### src/rtl/pmu_seq_pkg.sv
// Package: shared types and address decode constants for the power
// resource sequencer. Assumes at most 16 resources, 16 request lines
// and 16 request timers (one 4-bit index field).
package pmu_seq_pkg;

    // Bit 1 is the settled state bit, bit 0 is the pending bit.
    typedef enum logic [1:0] {
        RS_OFF  = 2'b00,
        RS_RISE = 2'b01,
        RS_ON   = 2'b10,
        RS_FALL = 2'b11
    } res_st_e;

    localparam int CFG_AW = 8;
    localparam int CFG_DW = 32;

    localparam logic [3:0] PG_FLOOR = 4'h0;
    localparam logic [3:0] PG_DEP   = 4'h1;
    localparam logic [3:0] PG_RISE  = 4'h2;
    localparam logic [3:0] PG_FALL  = 4'h3;
    localparam logic [3:0] PG_MAP   = 4'h4;
    localparam logic [3:0] PG_TMASK = 4'h5;
    localparam logic [3:0] PG_TLOAD = 4'h6;

endpackage

### src/rtl/pmu_cfg_regs.sv
// Module: configuration register file. Decodes single-cycle writes into
// the floor mask, dependency rows, rise/fall times, request map rows and
// request timer masks, and produces one-cycle load strobes for the
// request timers. Assumes NRES, TW, RTW <= CFG_DW and counts <= 16.
module pmu_cfg_regs
    import pmu_seq_pkg::*;
#(
    parameter int NRES = 8,
    parameter int NREQ = 4,
    parameter int NRRT = 2,
    parameter int TW   = 8,
    parameter int RTW  = 12
) (
    input  logic                        clk,
    input  logic                        rst_n,
    input  logic                        we,
    input  logic [CFG_AW-1:0]           addr,
    input  logic [CFG_DW-1:0]           wdata,
    output logic [NRES-1:0]             floor_mask,
    output logic [NRES-1:0][NRES-1:0]   dep_row,
    output logic [NRES-1:0][TW-1:0]     t_rise,
    output logic [NRES-1:0][TW-1:0]     t_fall,
    output logic [NREQ-1:0][NRES-1:0]   req_map,
    output logic [NRRT-1:0][NRES-1:0]   tmr_mask,
    output logic [NRRT-1:0]             tmr_load,
    output logic [RTW-1:0]              tmr_value
);

    logic [3:0] page;
    logic [3:0] idx;
    logic       wdata_unused;

    assign page         = addr[CFG_AW-1:4];
    assign idx          = addr[3:0];
    assign wdata_unused = ^wdata;
    assign tmr_value    = wdata[RTW-1:0];

    // Per-resource registers: dependency rows and rise/fall times.
    always_ff @(posedge clk) begin
        if (!rst_n) begin
            dep_row <= '0;
            t_rise  <= '0;
            t_fall  <= '0;
        end else if (we) begin
            for (int i = 0; i < NRES; i++) begin
                if (idx == 4'(i)) begin
                    if (page == PG_DEP)  dep_row[i] <= wdata[NRES-1:0];
                    if (page == PG_RISE) t_rise[i]  <= wdata[TW-1:0];
                    if (page == PG_FALL) t_fall[i]  <= wdata[TW-1:0];
                end
            end
        end
    end

    // Demand-source registers: floor mask, request map, timer masks.
    always_ff @(posedge clk) begin
        if (!rst_n) begin
            floor_mask <= '0;
            req_map    <= '0;
            tmr_mask   <= '0;
        end else if (we) begin
            if (page == PG_FLOOR && idx == 4'd0) floor_mask <= wdata[NRES-1:0];
            for (int k = 0; k < NREQ; k++) begin
                if (page == PG_MAP && idx == 4'(k)) req_map[k] <= wdata[NRES-1:0];
            end
            for (int t = 0; t < NRRT; t++) begin
                if (page == PG_TMASK && idx == 4'(t)) tmr_mask[t] <= wdata[NRES-1:0];
            end
        end
    end

    // Load strobe for each request timer.
    always_comb begin
        for (int t = 0; t < NRRT; t++) begin
            tmr_load[t] = we && (page == PG_TLOAD) && (idx == 4'(t));
        end
    end

endmodule

### src/rtl/pmu_req_timers.sv
// Module: bank of request timers. Each is a down-counter on the sleep
// clock that demands its resource mask while its count is nonzero.
// A load strobe overrides the decrement in the same tick.
module pmu_req_timers #(
    parameter int NRES = 8,
    parameter int NRRT = 2,
    parameter int RTW  = 12
) (
    input  logic                      clk,
    input  logic                      rst_n,
    input  logic [NRRT-1:0]           load,
    input  logic [RTW-1:0]            load_val,
    input  logic [NRRT-1:0][NRES-1:0] mask,
    output logic [NRES-1:0]           tmr_need
);

    logic [NRRT-1:0][RTW-1:0] cnt;

    for (genvar t = 0; t < NRRT; t++) begin : g_tmr
        // Count down to zero, or reload on a write.
        always_ff @(posedge clk) begin
            if (!rst_n)               cnt[t] <= '0;
            else if (load[t])         cnt[t] <= load_val;
            else if (cnt[t] != '0)    cnt[t] <= cnt[t] - 1'b1;
        end

        a_r9_timer_ticks: assert property (@(posedge clk) disable iff (!rst_n)
            (!$past(load[t]) && $past(cnt[t]) != '0) |-> (cnt[t] == $past(cnt[t]) - 1'b1));
        a_r9_timer_rests: assert property (@(posedge clk) disable iff (!rst_n)
            (!$past(load[t]) && $past(cnt[t]) == '0) |-> (cnt[t] == '0));
    end

    // OR together the masks of the timers that are still running.
    always_comb begin
        tmr_need = '0;
        for (int t = 0; t < NRRT; t++) begin
            if (cnt[t] != '0) tmr_need = tmr_need | mask[t];
        end
    end

endmodule

### src/rtl/pmu_need_closure.sv
// Module: dependency closure. Widens the demand set until every
// dependency of a demanded resource is itself demanded. Unrolled NRES
// times, which covers the longest possible chain. Expects the diagonal
// of the dependency rows to be cleared by the caller.
module pmu_need_closure #(
    parameter int NRES = 8
) (
    input  logic [NRES-1:0]           base,
    input  logic [NRES-1:0][NRES-1:0] dep,
    output logic [NRES-1:0]           need
);

    // Repeatedly fold in the dependency rows of the demanded resources.
    always_comb begin
        logic [NRES-1:0] acc;
        logic [NRES-1:0] nxt;
        acc = base;
        for (int it = 0; it < NRES; it++) begin
            nxt = acc;
            for (int i = 0; i < NRES; i++) begin
                if (acc[i]) nxt = nxt | dep[i];
            end
            acc = nxt;
        end
        need = acc;
    end

endmodule

### src/rtl/pmu_res_ctrl.sv
// Module: four-state controller for one resource. Starts a rise when the
// resource is required and its dependencies are settled on, and starts a
// fall when it is unrequired and no dependent is powered. A transition
// always runs its full count before demand is looked at again.
module pmu_res_ctrl
    import pmu_seq_pkg::*;
#(
    parameter int TW = 8
) (
    input  logic          clk,
    input  logic          rst_n,
    input  logic          need_i,
    input  logic          deps_on,
    input  logic          users_up,
    input  logic [TW-1:0] t_rise,
    input  logic [TW-1:0] t_fall,
    output res_st_e       st
);

    logic [TW-1:0] cnt;

    // Advance the resource state and its countdown by one tick.
    always_ff @(posedge clk) begin
        if (!rst_n) begin
            st  <= RS_OFF;
            cnt <= '0;
        end else begin
            unique case (st)
                RS_OFF: if (need_i && deps_on) begin
                    if (t_rise == '0) st <= RS_ON;
                    else begin
                        st  <= RS_RISE;
                        cnt <= t_rise;
                    end
                end
                RS_RISE: begin
                    cnt <= cnt - 1'b1;
                    if (cnt == TW'(1)) st <= RS_ON;
                end
                RS_ON: if (!need_i && !users_up) begin
                    if (t_fall == '0) st <= RS_OFF;
                    else begin
                        st  <= RS_FALL;
                        cnt <= t_fall;
                    end
                end
                RS_FALL: begin
                    cnt <= cnt - 1'b1;
                    if (cnt == TW'(1)) st <= RS_OFF;
                end
                default: st <= RS_OFF;
            endcase
        end
    end

    a_r6_rise_after_deps: assert property (@(posedge clk) disable iff (!rst_n)
        ($past(st) == RS_OFF && st != RS_OFF) |-> $past(need_i && deps_on));
    a_r7_fall_after_users: assert property (@(posedge clk) disable iff (!rst_n)
        ($past(st) == RS_ON && st != RS_ON) |-> $past(!need_i && !users_up));
    a_r8_rise_runs_out: assert property (@(posedge clk) disable iff (!rst_n)
        ($past(st) == RS_RISE) |-> (st == RS_RISE || st == RS_ON));
    a_r8_fall_runs_out: assert property (@(posedge clk) disable iff (!rst_n)
        ($past(st) == RS_FALL) |-> (st == RS_FALL || st == RS_OFF));
    a_r4_count_steps: assert property (@(posedge clk) disable iff (!rst_n)
        ($past(st[0]) && st == $past(st)) |-> (cnt == $past(cnt) - 1'b1));
    a_r4_count_live: assert property (@(posedge clk) disable iff (!rst_n)
        st[0] |-> (cnt != '0));
    a_r5_count_idle: assert property (@(posedge clk) disable iff (!rst_n)
        !st[0] |-> (cnt == '0));

endmodule

### src/rtl/pmu_seq_top.sv
// Module: power resource sequencer top. Combines the three demand
// sources, closes the demand under dependency, derives per-resource
// dependency and dependent status from the controller states, and drives
// the enable, state and pending outputs. Assumes an acyclic dependency
// graph; the diagonal of each dependency row is ignored.
module pmu_seq_top
    import pmu_seq_pkg::*;
#(
    parameter int NRES = 8,
    parameter int NREQ = 4,
    parameter int NRRT = 2,
    parameter int TW   = 8,
    parameter int RTW  = 12
) (
    input  logic              clk,
    input  logic              rst_n,
    input  logic              cfg_we,
    input  logic [CFG_AW-1:0] cfg_addr,
    input  logic [CFG_DW-1:0] cfg_wdata,
    input  logic [NREQ-1:0]   core_req,
    output logic [NRES-1:0]   res_en,
    output logic [NRES-1:0]   res_state,
    output logic [NRES-1:0]   res_pend
);

    localparam logic [NRES-1:0] ONE = NRES'(1);

    logic [NRES-1:0]             floor_mask;
    logic [NRES-1:0][NRES-1:0]   dep_row;
    logic [NRES-1:0][NRES-1:0]   dep_eff;
    logic [NRES-1:0][NRES-1:0]   user_col;
    logic [NRES-1:0][TW-1:0]     t_rise;
    logic [NRES-1:0][TW-1:0]     t_fall;
    logic [NREQ-1:0][NRES-1:0]   req_map;
    logic [NRRT-1:0][NRES-1:0]   tmr_mask;
    logic [NRRT-1:0]             tmr_load;
    logic [RTW-1:0]              tmr_value;
    logic [NRES-1:0]             tmr_need;
    logic [NRES-1:0]             base;
    logic [NRES-1:0]             need;
    logic [NRES-1:0]             on_vec;
    logic [NRES-1:0]             up_vec;
    logic [NRES-1:0]             deps_on;
    logic [NRES-1:0]             users_up;
    res_st_e                     st_arr [NRES];

    pmu_cfg_regs #(
        .NRES(NRES), .NREQ(NREQ), .NRRT(NRRT), .TW(TW), .RTW(RTW)
    ) u_cfg (
        .clk        (clk),
        .rst_n      (rst_n),
        .we         (cfg_we),
        .addr       (cfg_addr),
        .wdata      (cfg_wdata),
        .floor_mask (floor_mask),
        .dep_row    (dep_row),
        .t_rise     (t_rise),
        .t_fall     (t_fall),
        .req_map    (req_map),
        .tmr_mask   (tmr_mask),
        .tmr_load   (tmr_load),
        .tmr_value  (tmr_value)
    );

    pmu_req_timers #(
        .NRES(NRES), .NRRT(NRRT), .RTW(RTW)
    ) u_tmr (
        .clk      (clk),
        .rst_n    (rst_n),
        .load     (tmr_load),
        .load_val (tmr_value),
        .mask     (tmr_mask),
        .tmr_need (tmr_need)
    );

    // Union of floor mask, mapped core requests and running timers.
    always_comb begin
        base = floor_mask | tmr_need;
        for (int k = 0; k < NREQ; k++) begin
            if (core_req[k]) base = base | req_map[k];
        end
    end

    pmu_need_closure #(.NRES(NRES)) u_close (
        .base (base),
        .dep  (dep_eff),
        .need (need)
    );

    for (genvar i = 0; i < NRES; i++) begin : g_res
        assign dep_eff[i] = dep_row[i] & ~(ONE << i);

        for (genvar j = 0; j < NRES; j++) begin : g_col
            assign user_col[i][j] = dep_eff[j][i];
        end

        assign deps_on[i]  = ((dep_eff[i] & ~on_vec) == '0);
        assign users_up[i] = |(user_col[i] & up_vec);

        pmu_res_ctrl #(.TW(TW)) u_ctrl (
            .clk      (clk),
            .rst_n    (rst_n),
            .need_i   (need[i]),
            .deps_on  (deps_on[i]),
            .users_up (users_up[i]),
            .t_rise   (t_rise[i]),
            .t_fall   (t_fall[i]),
            .st       (st_arr[i])
        );

        assign on_vec[i]    = (st_arr[i] == RS_ON);
        assign up_vec[i]    = (st_arr[i] != RS_OFF);
        assign res_state[i] = st_arr[i][1];
        assign res_pend[i]  = st_arr[i][0];
        assign res_en[i]    = (st_arr[i] == RS_RISE) || (st_arr[i] == RS_ON);

        a_r3_closed: assert property (@(posedge clk) disable iff (!rst_n)
            need[i] |-> ((dep_eff[i] & ~need) == '0));
        a_r2_base_covered: assert property (@(posedge clk) disable iff (!rst_n)
            base[i] |-> need[i]);
    end

endmodule

### config.mk
export PLATFORM = sky130hd
export DESIGN_NAME = pmu_seq_top
export DESIGN_NICKNAME = d
export VERILOG_FILES = /design/src/rtl/pmu_seq_pkg.sv /design/src/rtl/pmu_cfg_regs.sv /design/src/rtl/pmu_req_timers.sv /design/src/rtl/pmu_need_closure.sv /design/src/rtl/pmu_res_ctrl.sv /design/src/rtl/pmu_seq_top.sv
export SDC_FILE = /design/constraint.sdc
export NUM_CORES = 1
export LEC_CHECK = 0
export ABC_AREA = 0
export ABC_CLOCK_PERIOD_IN_PS = 8300
export BUFFER_PORTS_ARGS = -buffer_cell sky130_fd_sc_hd__buf_2
export CAP_MARGIN = 20
export CORE_ASPECT_RATIO = 1.1
export CORE_MARGIN = 2
export CORE_UTILIZATION = 55
export CTS_BUF_LIST = sky130_fd_sc_hd__clkbuf_8
export DETAILED_ROUTE_END_ITERATION = 16
export PLACE_DENSITY = 0.68
export SLEW_MARGIN = 10
export SYNTH_ARGS = -nofsm -noshare
export SYNTH_HDL_FRONTEND = slang
export SYNTH_HIERARCHICAL = 1
export SYNTH_SLANG_ARGS = --single-unit
### constraint.sdc
create_clock -name clk -period 8.3 [get_ports clk]
set_clock_uncertainty 0.1 [all_clocks]
set_input_delay 1.66 -clock clk [delete_from_list [all_inputs] [get_ports clk]]
set_output_delay 1.66 -clock clk [all_outputs]
set_load 0.01 [all_outputs]
# Yosys cells after proc, flatten, opt, wreduce, memory -nomap -nowiden
# Cells that the tools add are included.
[word_totals]
reg_bits = 351
inputBits = 47
wordCells = 568
[op_classes]
addsub = 10
n_eq_ne = 93
mux = 170
n_bitwise = 87
n_reduce_logical = 159
[ops]
columns = ["cell", "n"]
rows = [
  ["8-bit 2-to-1 mux", 102],
  ["8-bit bitwise OR", 62],
  ["8-bit logical NOT", 24],
  ["8-bit case mux with 3 select lines", 8],
  ["8-bit bitwise AND", 14],
  ["2-bit 2-to-1 mux", 48],
  ["3-bit AND reduction", 24],
  ["8-bit by 1-bit equality test with 1-bit output (second input constant)", 8],
  ["2-bit by 1-bit inequality test with 1-bit output (second input constant)", 32],
  ["8-bit by 7-bit bitwise OR with 8-bit output", 8],
  ["2-bit case mux with 4 select lines", 8],
  ["4-bit AND reduction", 16],
  ["8-bit OR reduction", 8],
  ["8-bit by 1-bit subtractor with 8-bit output (second input constant)", 8],
  ["12-bit 2-to-1 mux", 4],
  ["2-bit equality test (second input constant)", 16],
  ["2-bit inequality test (second input constant)", 16],
  ["4-bit by 3-bit equality test with 1-bit output (second input constant)", 7],
  ["1-bit logical AND", 26],
  ["12-bit nonzero test", 2],
  ["12-bit by 1-bit subtractor with 12-bit output (second input constant)", 2],
  ["2-bit nonzero test", 10],
  ["7-bit by 8-bit bitwise AND with 8-bit output", 2],
  ["2-bit by 1-bit equality test with 1-bit output (second input constant)", 8],
  ["other kinds (9)", 56],
]

# Logic depth before layout (Yosys ltp)
# Gate-level depths: netlist of the first run.
[depth]
depth_word = 145
mapped_depth = 32
ltp_nobuf = 28

# By module
# Netlist of the first run, hierarchy kept.
[modules_own_cells]
columns = ["mod", "instances", "cells_each", "area_each_um2", "seq_area_each_um2"]
rows = [
  ["pmu_cfg_regs", 1, 884, 9275.1, 4964.8],
  ["pmu_res_ctrl (g_res[0].u_ctrl ...)", 4, 96, 815.8, 200.2],
  ["pmu_res_ctrl (g_res[4].u_ctrl ...)", 4, 96, 804.5, 200.2],
  ["pmu_need_closure", 1, 479, 3170.5, 0.0],
  ["pmu_req_timers", 1, 174, 1452.6, 480.5],
  ["pmu_seq_top", 1, 195, 1127.3, 0.0],
]

# Worst setup path after synthesis of the first run
# OpenSTA, ideal clock, no wires.
[synth_path]
path_type = "reg2reg"
from = "register u_tmr/cnt[0] in the netlist's numbering"
to = "register g_res[6].u_ctrl.cnt[3]"
setup_ns = 0.121
t_arrival_ns = 7.184
required_ns = 8.079
setup_slack_ns = 0.896
path_stages_with_launch = 32
path_buffers = 4
period_less_slack_ns = 7.404
path_cell_list = "dfxtp_1 > inv_1 > ha_1 > or4b_4 > or4_4 > buf_6 > a22o_2 > a211oi_1 > nand2_1 > buf_6 > a22oi_2 > nand2_1 > nor2_4 > o2111ai_1 > nor2_4 > o2111ai_1 > nor2_2 > o2111ai_1 > o21ai_1 > o2111ai_1 > o21ai_0 > o2111ai_1 > or3_1 > buf_6 > a22o_1 > o31ai_1 > o211ai_1 > or4_1 > a311oi_1 > nand3b_1 > buf_6 > mux2_2"
[synth_via]
elab_chain_len = 145
[synth_rtl]
columns = ["item", "line_no", "rtl"]
rows = [
  ["from (decl)", "pmu_req_timers.sv:17", "logic [NRRT-1:0][RTW-1:0] cnt;"],
  ["from (signal, indexed assignment)", "pmu_req_timers.sv:23", "else if (load[t]) cnt[t] <= load_val;"],
  ["12-bit nonzero test (*)", "pmu_req_timers.sv:37", "if (cnt[t] != '0) tmr_need = tmr_need | mask[t];"],
  ["8-bit 2-to-1 mux (*)", "pmu_req_timers.sv:37", ""],
  ["8-bit bitwise OR", "pmu_req_timers.sv:37", ""],
  ["8-bit 2-to-1 mux (*)", "pmu_req_timers.sv:37", ""],
  ["net tmr_need[6]", "pmu_seq_top.sv:38", "logic [NRES-1:0] tmr_need;"],
  ["8-bit bitwise OR (*)", "pmu_seq_top.sv:78", "base = floor_mask | tmr_need;"],
  ["8-bit bitwise OR", "pmu_seq_top.sv:80", "if (core_req[k]) base = base | req_map[k];"],
  ["8-bit 2-to-1 mux (*)", "pmu_seq_top.sv:80", ""],
  ["[6 not listed]", "--", ""],
  ["net base[6]", "pmu_seq_top.sv:39", "logic [NRES-1:0] base;"],
  ["[125 not listed]", "--", ""],
  ["8-bit 2-to-1 mux", "pmu_need_closure.sv:21", "if (acc[i]) nxt = nxt | dep[i];"],
  ["8-bit by 7-bit bitwise OR with 8-bit output", "pmu_need_closure.sv:21", ""],
  ["8-bit 2-to-1 mux (*)", "pmu_need_closure.sv:21", ""],
  ["net need[6]", "pmu_seq_top.sv:40", "logic [NRES-1:0] need;"],
  ["1-bit logical NOT", "pmu_res_ctrl.sv:40", "RS_ON: if (!need_i && !users_up) begin"],
  ["1-bit logical AND", "pmu_res_ctrl.sv:40", ""],
  ["2-bit by 1-bit inequality test with 1-bit output (no source line)", "--", ""],
  ["4-bit AND reduction (no source line) (*)", "--", ""],
  ["to (signal assigned)", "pmu_res_ctrl.sv:37", "cnt <= cnt - 1'b1;"],
  ["to (signal assigned)", "pmu_res_ctrl.sv:44", "cnt <= t_fall;"],
  ["to (signal assigned)", "pmu_res_ctrl.sv:48", "cnt <= cnt - 1'b1;"],
  ["to (decl)", "pmu_res_ctrl.sv:20", "logic [TW-1:0] cnt;"],
]
# Mark *: on every way through the listed nets, which the timed path passes. The rest lies on a longest branch.
# A chain may end at the register's enable or synchronous reset.

# Worst setup path after layout of the first run
[layout_path]
from = "register u_tmr/cnt[0] in the netlist's numbering"
to = "register g_res[5].u_ctrl.st[1]"
[layout_lines]
columns = ["item", "line_no", "rtl"]
rows = [
  ["12-bit nonzero test (*)", "pmu_req_timers.sv:37", ""],
  ["8-bit 2-to-1 mux (*)", "pmu_req_timers.sv:37", ""],
  ["8-bit bitwise OR", "pmu_req_timers.sv:37", ""],
  ["8-bit 2-to-1 mux (*)", "pmu_req_timers.sv:37", ""],
  ["net tmr_need[1]", "pmu_seq_top.sv:38", ""],
  ["8-bit bitwise OR (*)", "pmu_seq_top.sv:78", ""],
  ["8-bit bitwise OR", "pmu_seq_top.sv:80", ""],
  ["8-bit 2-to-1 mux (*)", "pmu_seq_top.sv:80", ""],
  ["[6 not listed]", "--", ""],
  ["net base[1]", "pmu_seq_top.sv:39", ""],
  ["[122 not listed]", "--", ""],
  ["8-bit 2-to-1 mux", "pmu_need_closure.sv:21", ""],
  ["8-bit by 7-bit bitwise OR with 8-bit output", "pmu_need_closure.sv:21", ""],
  ["8-bit 2-to-1 mux (*)", "pmu_need_closure.sv:21", ""],
  ["net need[5]", "pmu_seq_top.sv:40", ""],
  ["1-bit logical NOT", "pmu_res_ctrl.sv:40", ""],
  ["1-bit logical AND", "pmu_res_ctrl.sv:40", ""],
  ["2-bit by 1-bit inequality test with 1-bit output (no source line)", "--", ""],
  ["4-bit AND reduction (no source line) (*)", "--", ""],
  ["to (signal assigned)", "pmu_res_ctrl.sv:38", "if (cnt == TW'(1)) st <= RS_ON;"],
  ["to (signal assigned)", "pmu_res_ctrl.sv:41", "if (t_fall == '0) st <= RS_OFF;"],
  ["to (signal assigned)", "pmu_res_ctrl.sv:43", "st <= RS_FALL;"],
  ["to (decl)", "pmu_res_ctrl.sv:17", "output res_st_e st"],
]
# Marks and branches as above.

==> results of run 1 <==
[stage by stage]
stage / setup WS [ns] / TNS, ns
2_1_floorplan: 0.896 / 0
3_3_place_gp: -0.287 / -4.75
3_5_place_dp: -0.273 / -4.16
4_1_cts: 0.00278 / 0
5_1_grt: -0.179 / -2.69
6_report: -0.0328 / -0.142
[what timing repair did]
item,4_1_cts,5_1_grt
buffers inserted,2,19
cloned,0,1
gates resized for setup,22,196
setup endpoints to repair,20,77
pin swaps,4,60
[report_power, final]
part,switching [mW],internal [mW]
Sequential,0.0798,1.70
Clock,0.726,0.994
Combinational,0.389,0.297
Total,1.19,2.99
[worst max-delay path by stage]
stage                        endpoint  slack (ns)  cells after the start
2_1_floorplan  g_res[6].u_ctrl/cnt[3]        0.90                     31
3_3_place_gp   g_res[6].u_ctrl/cnt[3]       -0.29                     26
3_5_place_dp   g_res[6].u_ctrl/cnt[3]       -0.27                     27
4_1_cts         g_res[5].u_ctrl/st[1]       0.003                     35
5_1_grt         g_res[5].u_ctrl/st[1]       -0.18                     34
6_report        g_res[5].u_ctrl/st[1]       -0.03                     36
[cell type report]
| type | count | area share, % |
|---|---|---|
| clock buffer | 71 | 3.89 |
| clock inverter | 35 | 1.39 |
| inverter | 156 | 2.33 |
| multi-input combinational | 1833 | 55.4 |
| sequential | 344 | 27.4 |
| tap | 500 | 2.49 |
| timing repair buffer | 238 | 7.12 |
[routing by layer]
layer | GRT usage (%) | share of wire, %
met4 | 20.6 | 6.0
met5 | 0 | 0
met3 | 7.98 | 9.8
met2 | 57.6 | 45
met1 | 45.1 | 39
[worst max-delay path, delay by kind of cell (launching register included)]
kind | cells | cell delay [ns]
AND/OR/NAND/NOR | 12 | 3.07
AO/OA/AOI/OAI | 13 | 2.83
buffers and inverters | 10 | 1.69
flip-flops | 1 | 0.31
adder cells (fa/ha/maj) | 1 | 0.18
[flip-flops by register name, summed over array words and instances, names as in the netlist]
register          count
u_cfg/dep_row        56
u_tmr/cnt            24
g_res.u_ctrl/st      16
u_cfg/tmr_mask       16
g_res.u_ctrl/cnt     64
u_cfg/req_map        32
u_cfg/t_fall         64
u_cfg/t_rise         64
u_cfg/floor_mask      8
==> impl_metrics.csv, run 1 <==
group,metric,value,unit
power,finalPower,4.18,mW
layout,final_util,65.9,%
clocking,cts_buffers,59,
timing,fin_ws,-0.0328,ns
timing,period_share,100,%
placed_design,dp_hpwl,49700,um
timing,report.final.setup_viol,14,
layout,fillers,3216,
timing,hold_viol_final,0,
placed_design,numPortBuffers,50,
floorplanning,die_x,191,um
hold_path,hold_start,"u_cfg/tmr_mask[8]",
synth,syn_avg_cell_area,8.58,um2
floorplanning,io_pins,71,
worst_setup_path,crit_path_max_fanout,8,
floorplanning,core_area,0.0381,mm2
synth,ys_warn_count,6,
worst_setup_path,max_stage_delay,0.56,ns
placed_design,place_area,0.0227,mm2
clocking,cts_max_path_buffers,3,
timing,drv_slew,0,
worst_setup_path,required,8.75,ns
worst_setup_path,cp-start-kind,"flop",
worst_setup_path,reg2reg_from,"u_tmr/cnt[0]",
clocking,cts_max_level,2,
run_status,violations,"setup timing",
routing,totalWireLength,75300,um
placed_design,dp_cells,3048,
routing,first_pass_iters,6,
hold_path,hold_depth,2,
layout,ff_latch_area,0.00689,mm2
grt,grt_pass1_wl,113000,um
placed_design,gp_congestion,1.01,
layout,fin_area,0.0251,mm2
synth,synth_cells,2475,
hold_path,min_to,"u_cfg/tmr_mask[8]",
floorplanning,start_util,55.7,%
clocking,clk-insertion-delay-late,0.69,ns
worst_setup_path,cpMostUsedCell,"buf_4",
routing,wl_per_cell,23.7,um
run_status,outcome,"finished with violations",
worst_setup_path,critical-path-slowest-cell,"or4_4",
power,p_leak,10.3,nW
clocking,clock_sinks,344,
timing,worstMarginPinSlew,1.21,ns
grt,gr-total-overflow,0,
routing,vias_per_cell,6.51,
clocking,clockRootBuffer,"clkbuf_8",
worst_setup_path,path_class,"reg2reg",
grt,grt_use_total,36.2,%
routing,drc,0,
timing,slew_headroom,19.1,%
layout,stdcell_count,3177,
worst_setup_path,r2r_slack,-0.03,ns
hold_path,hp-class,"reg2reg",
floorplanning,rows,75,
floorplanning,die_area,0.0402,mm2
power,irDropWorstVdd,0.173,mV
grt,first_global_vias,20100,
worst_setup_path,r2r_cells,36,
synth,syn_area,0.0212,mm2
layout,layout_commonest_cell,"nand2_1",
floorplanning,die_y,210,um
layout,nets,2714,
worst_setup_path,endpoint_kind,"flop",
routing,antenna_left,0,
job,cap_violations,0,
clocking,cts_tree,"done",
layout,multi_input_area,0.0139,mm2
synth,synthesis.nets,2557,
timing,final.min_clock_period,8.33,ns
worst_setup_path,cp.arrival,8.78,ns
worst_setup_path,critical_path.startpoint,"u_tmr/cnt[0]",
layout,layout_common_cells,"381 x nand2_1, 354 x mux2i_1, 344 x dfxtp_1, 175 x buf_4, 172 x inv_1",
routing,num_vias,20700,
timing,max_freq,120,MHz
clocking,clk_pin_slew_worst_paths,0.06,ns
power,power_density,167,mW/mm2
worst_setup_path,rr_endpoint,"g_res[5].u_ctrl/st[1]",
layout,drive_above_1_share,22.7,%
grt,grt_max_degree,168,
layout,syn2layout_area_growth,18.3,%
grt,antenna_found_initial,0,
timing,hold_ws,0.359,ns
layout,antenna_cells,0,
clocking,holdBufCountCts,0,
routing,drtIter0Drc,1799,
Note: power is estimated with default switching activity, not from simulation.
==> run 2: changes to the inputs <==
--- a/config.mk
+++ b/config.mk
@@ -9,12 +9,14 @@
 export ABC_CLOCK_PERIOD_IN_PS = 8300
 export BUFFER_PORTS_ARGS = -buffer_cell sky130_fd_sc_hd__buf_2
 export CAP_MARGIN = 20
+export CELL_PAD_IN_SITES_DETAIL_PLACEMENT = 1
+export CELL_PAD_IN_SITES_GLOBAL_PLACEMENT = 2
 export CORE_ASPECT_RATIO = 1.1
 export CORE_MARGIN = 2
-export CORE_UTILIZATION = 55
+export CORE_UTILIZATION = 41
 export CTS_BUF_LIST = sky130_fd_sc_hd__clkbuf_8
 export DETAILED_ROUTE_END_ITERATION = 16
-export PLACE_DENSITY = 0.68
+export PLACE_DENSITY = 0.79
 export SLEW_MARGIN = 10
 export SYNTH_ARGS = -nofsm -noshare
 export SYNTH_HDL_FRONTEND = slang
==> impl_metrics.csv, run 2 (synthesis gave the netlist of run 1 again) <==
group,metric,value,unit
worst_setup_path,critical-path-slowest-cell,"or4_4",
clocking,clock_sinks,344,
clocking,cts_tree,"done",
layout,drive_above_1_share,24.9,%
worst_setup_path,cp.arrival,8.83,ns
routing,wl_per_cell,25.4,um
layout,layout_common_cells,"375 x nand2_1, 354 x mux2i_1, 344 x dfxtp_1, 171 x buf_4, 169 x inv_1",
grt,grt_pass1_wl,127000,um
floorplanning,die_x,221,um
layout,fillers,6016,
placed_design,place_area,0.0228,mm2
worst_setup_path,crit_path_max_fanout,8,
clocking,clk-insertion-delay-late,0.70,ns
clocking,cts_buffers,60,
routing,antenna_left,0,
timing,period_share,100,%
run_status,violations,"setup timing",
timing,report.final.setup_viol,1,
layout,final_util,50.0,%
grt,gr-total-overflow,0,
timing,worstMarginPinSlew,1.12,ns
worst_setup_path,cpMostUsedCell,"buf_4",
worst_setup_path,max_stage_delay,0.63,ns
floorplanning,rows,87,
worst_setup_path,required,8.81,ns
floorplanning,die_y,243,um
timing,fin_ws,-0.0216,ns
grt,antenna_found_initial,8,
floorplanning,io_pins,71,
routing,num_vias,20900,
layout,fin_area,0.0257,mm2
power,power_density,160,mW/mm2
floorplanning,start_util,41.4,%
grt,grt_max_degree,204,
job,cap_violations,0,
clocking,cts_max_path_buffers,3,
routing,first_pass_iters,6,
clocking,cts_max_level,2,
power,finalPower,4.11,mW
grt,first_global_vias,21200,
layout,layout_commonest_cell,"nand2_1",
layout,syn2layout_area_growth,20.8,%
worst_setup_path,r2r_slack,-0.02,ns
placed_design,dp_hpwl,56000,um
layout,nets,2722,
timing,hold_ws,0.364,ns
worst_setup_path,endpoint_kind,"flop",
worst_setup_path,cp-start-kind,"flop",
routing,vias_per_cell,6.22,
timing,slew_headroom,24.5,%
run_status,outcome,"finished with violations",
clocking,clockRootBuffer,"clkbuf_8",
power,irDropWorstVdd,0.157,mV
worst_setup_path,path_class,"reg2reg",
placed_design,pre_cts_ws,-0.452,ns
power,p_leak,10.4,nW
placed_design,numPortBuffers,50,
routing,totalWireLength,85200,um
timing,hold_viol_final,0,
routing,drtIter0Drc,1776,
hold_path,hp-class,"reg2reg",
layout,reg_top3,"g_res.u_ctrl/cnt: 64 flops, u_cfg/t_fall: 64 flops, u_cfg/t_rise: 64 flops",
clocking,clk_pin_slew_worst_paths,0.06,ns
floorplanning,core_area,0.0513,mm2
routing,drc,0,
timing,max_freq,120,MHz
timing,drv_slew,0,
placed_design,gp_congestion,0.951,
floorplanning,die_area,0.0536,mm2
timing,final.min_clock_period,8.32,ns
grt,grt_use_total,30.1,%
[run 2: cell types whose count changed in the layout (fill, tap and decap cells not counted), moves of 6 or more]
cell       previous run  this run
o21ai_0             124        86
o21ai_1              81        99
o21ai_2              49        64
buf_6                 4        17
o2111ai_1            36        25
o2111ai_2            15        25
nand2_1             381       375
nor2_1               51        45
[run 2: path summary, 6_finish.rpt]
| check | from | to | depth (start not counted) |
|---|---|---|---|
| worst max-delay path | u_tmr/cnt[0] | g_res[5].u_ctrl/st[1] | 36 |
| worst min-delay path | u_cfg/tmr_mask[2] | u_cfg/tmr_mask[2] | 2 |
| worst max register to register | u_tmr/cnt[0] | g_res[5].u_ctrl/st[1] | 36 |
| worst min register to register | u_cfg/tmr_mask[2] | u_cfg/tmr_mask[2] | 2 |
[run 2: cell type report]
| type | instances | area (um2) | share of cell area (%) |
|---|---|---|---|
| inverters | 156 | 586 | 2.28 |
| well taps | 667 | 835 | 3.25 |
| diodes | 4 | 10.0 | 0.0390 |
| multi-input cells | 1833 | 14200 | 55.5 |
| clock inverters | 33 | 213 | 0.829 |
| flip-flops and latches | 344 | 6890 | 26.8 |
| repair buffers | 245 | 1870 | 7.28 |
| clock buffers | 73 | 1000 | 3.92 |
[run 2: metal layers]
metal / up-vias / wire length, um / track usage (%)
li1: 9440 / - / -
met1: 10300 / 35600 / 37.5
met2: 839 / 39200 / 49.6
met3: 317 / 5660 / 5.77
met4: 10 / 4750 / 15.1
met5: - / 47 / 0
[run 2: worst max-delay path: cells and delay by family, from the launching register on]
family,cells,cell delay [ns]
AOI/OAI and AO/OA,18,3.83
and+or+nand+nor,8,2.29
DFF,1,0.32
adders and majority gates,1,0.18
buffers and inverters,9,1.50
[run 2: metrics by stage]
stage                     instances  setup TNS, ns
after global routing           3354          -3.97
after CTS                      3327              0
after global placement         3212          -4.30
after floorplan                2475              0
after detailed placement       3213          -7.23
final                          3355        -0.0216
[run 2: repair_timing]
action                                  4_1_cts  5_1_grt
setup buffers                                 7       23
endpoints found under the setup margin       35       78
resized for setup                            47      288
cloned                                        1        0
hold buffers                                  0        0
pin swaps                                    12       95
[run 2: report_power, final]
group          internal, mW  switching, mW  leakage (nW)
Sequential             1.70         0.0707          2.77
Clock                 0.858          0.763         0.702
Combinational         0.308          0.416          6.89
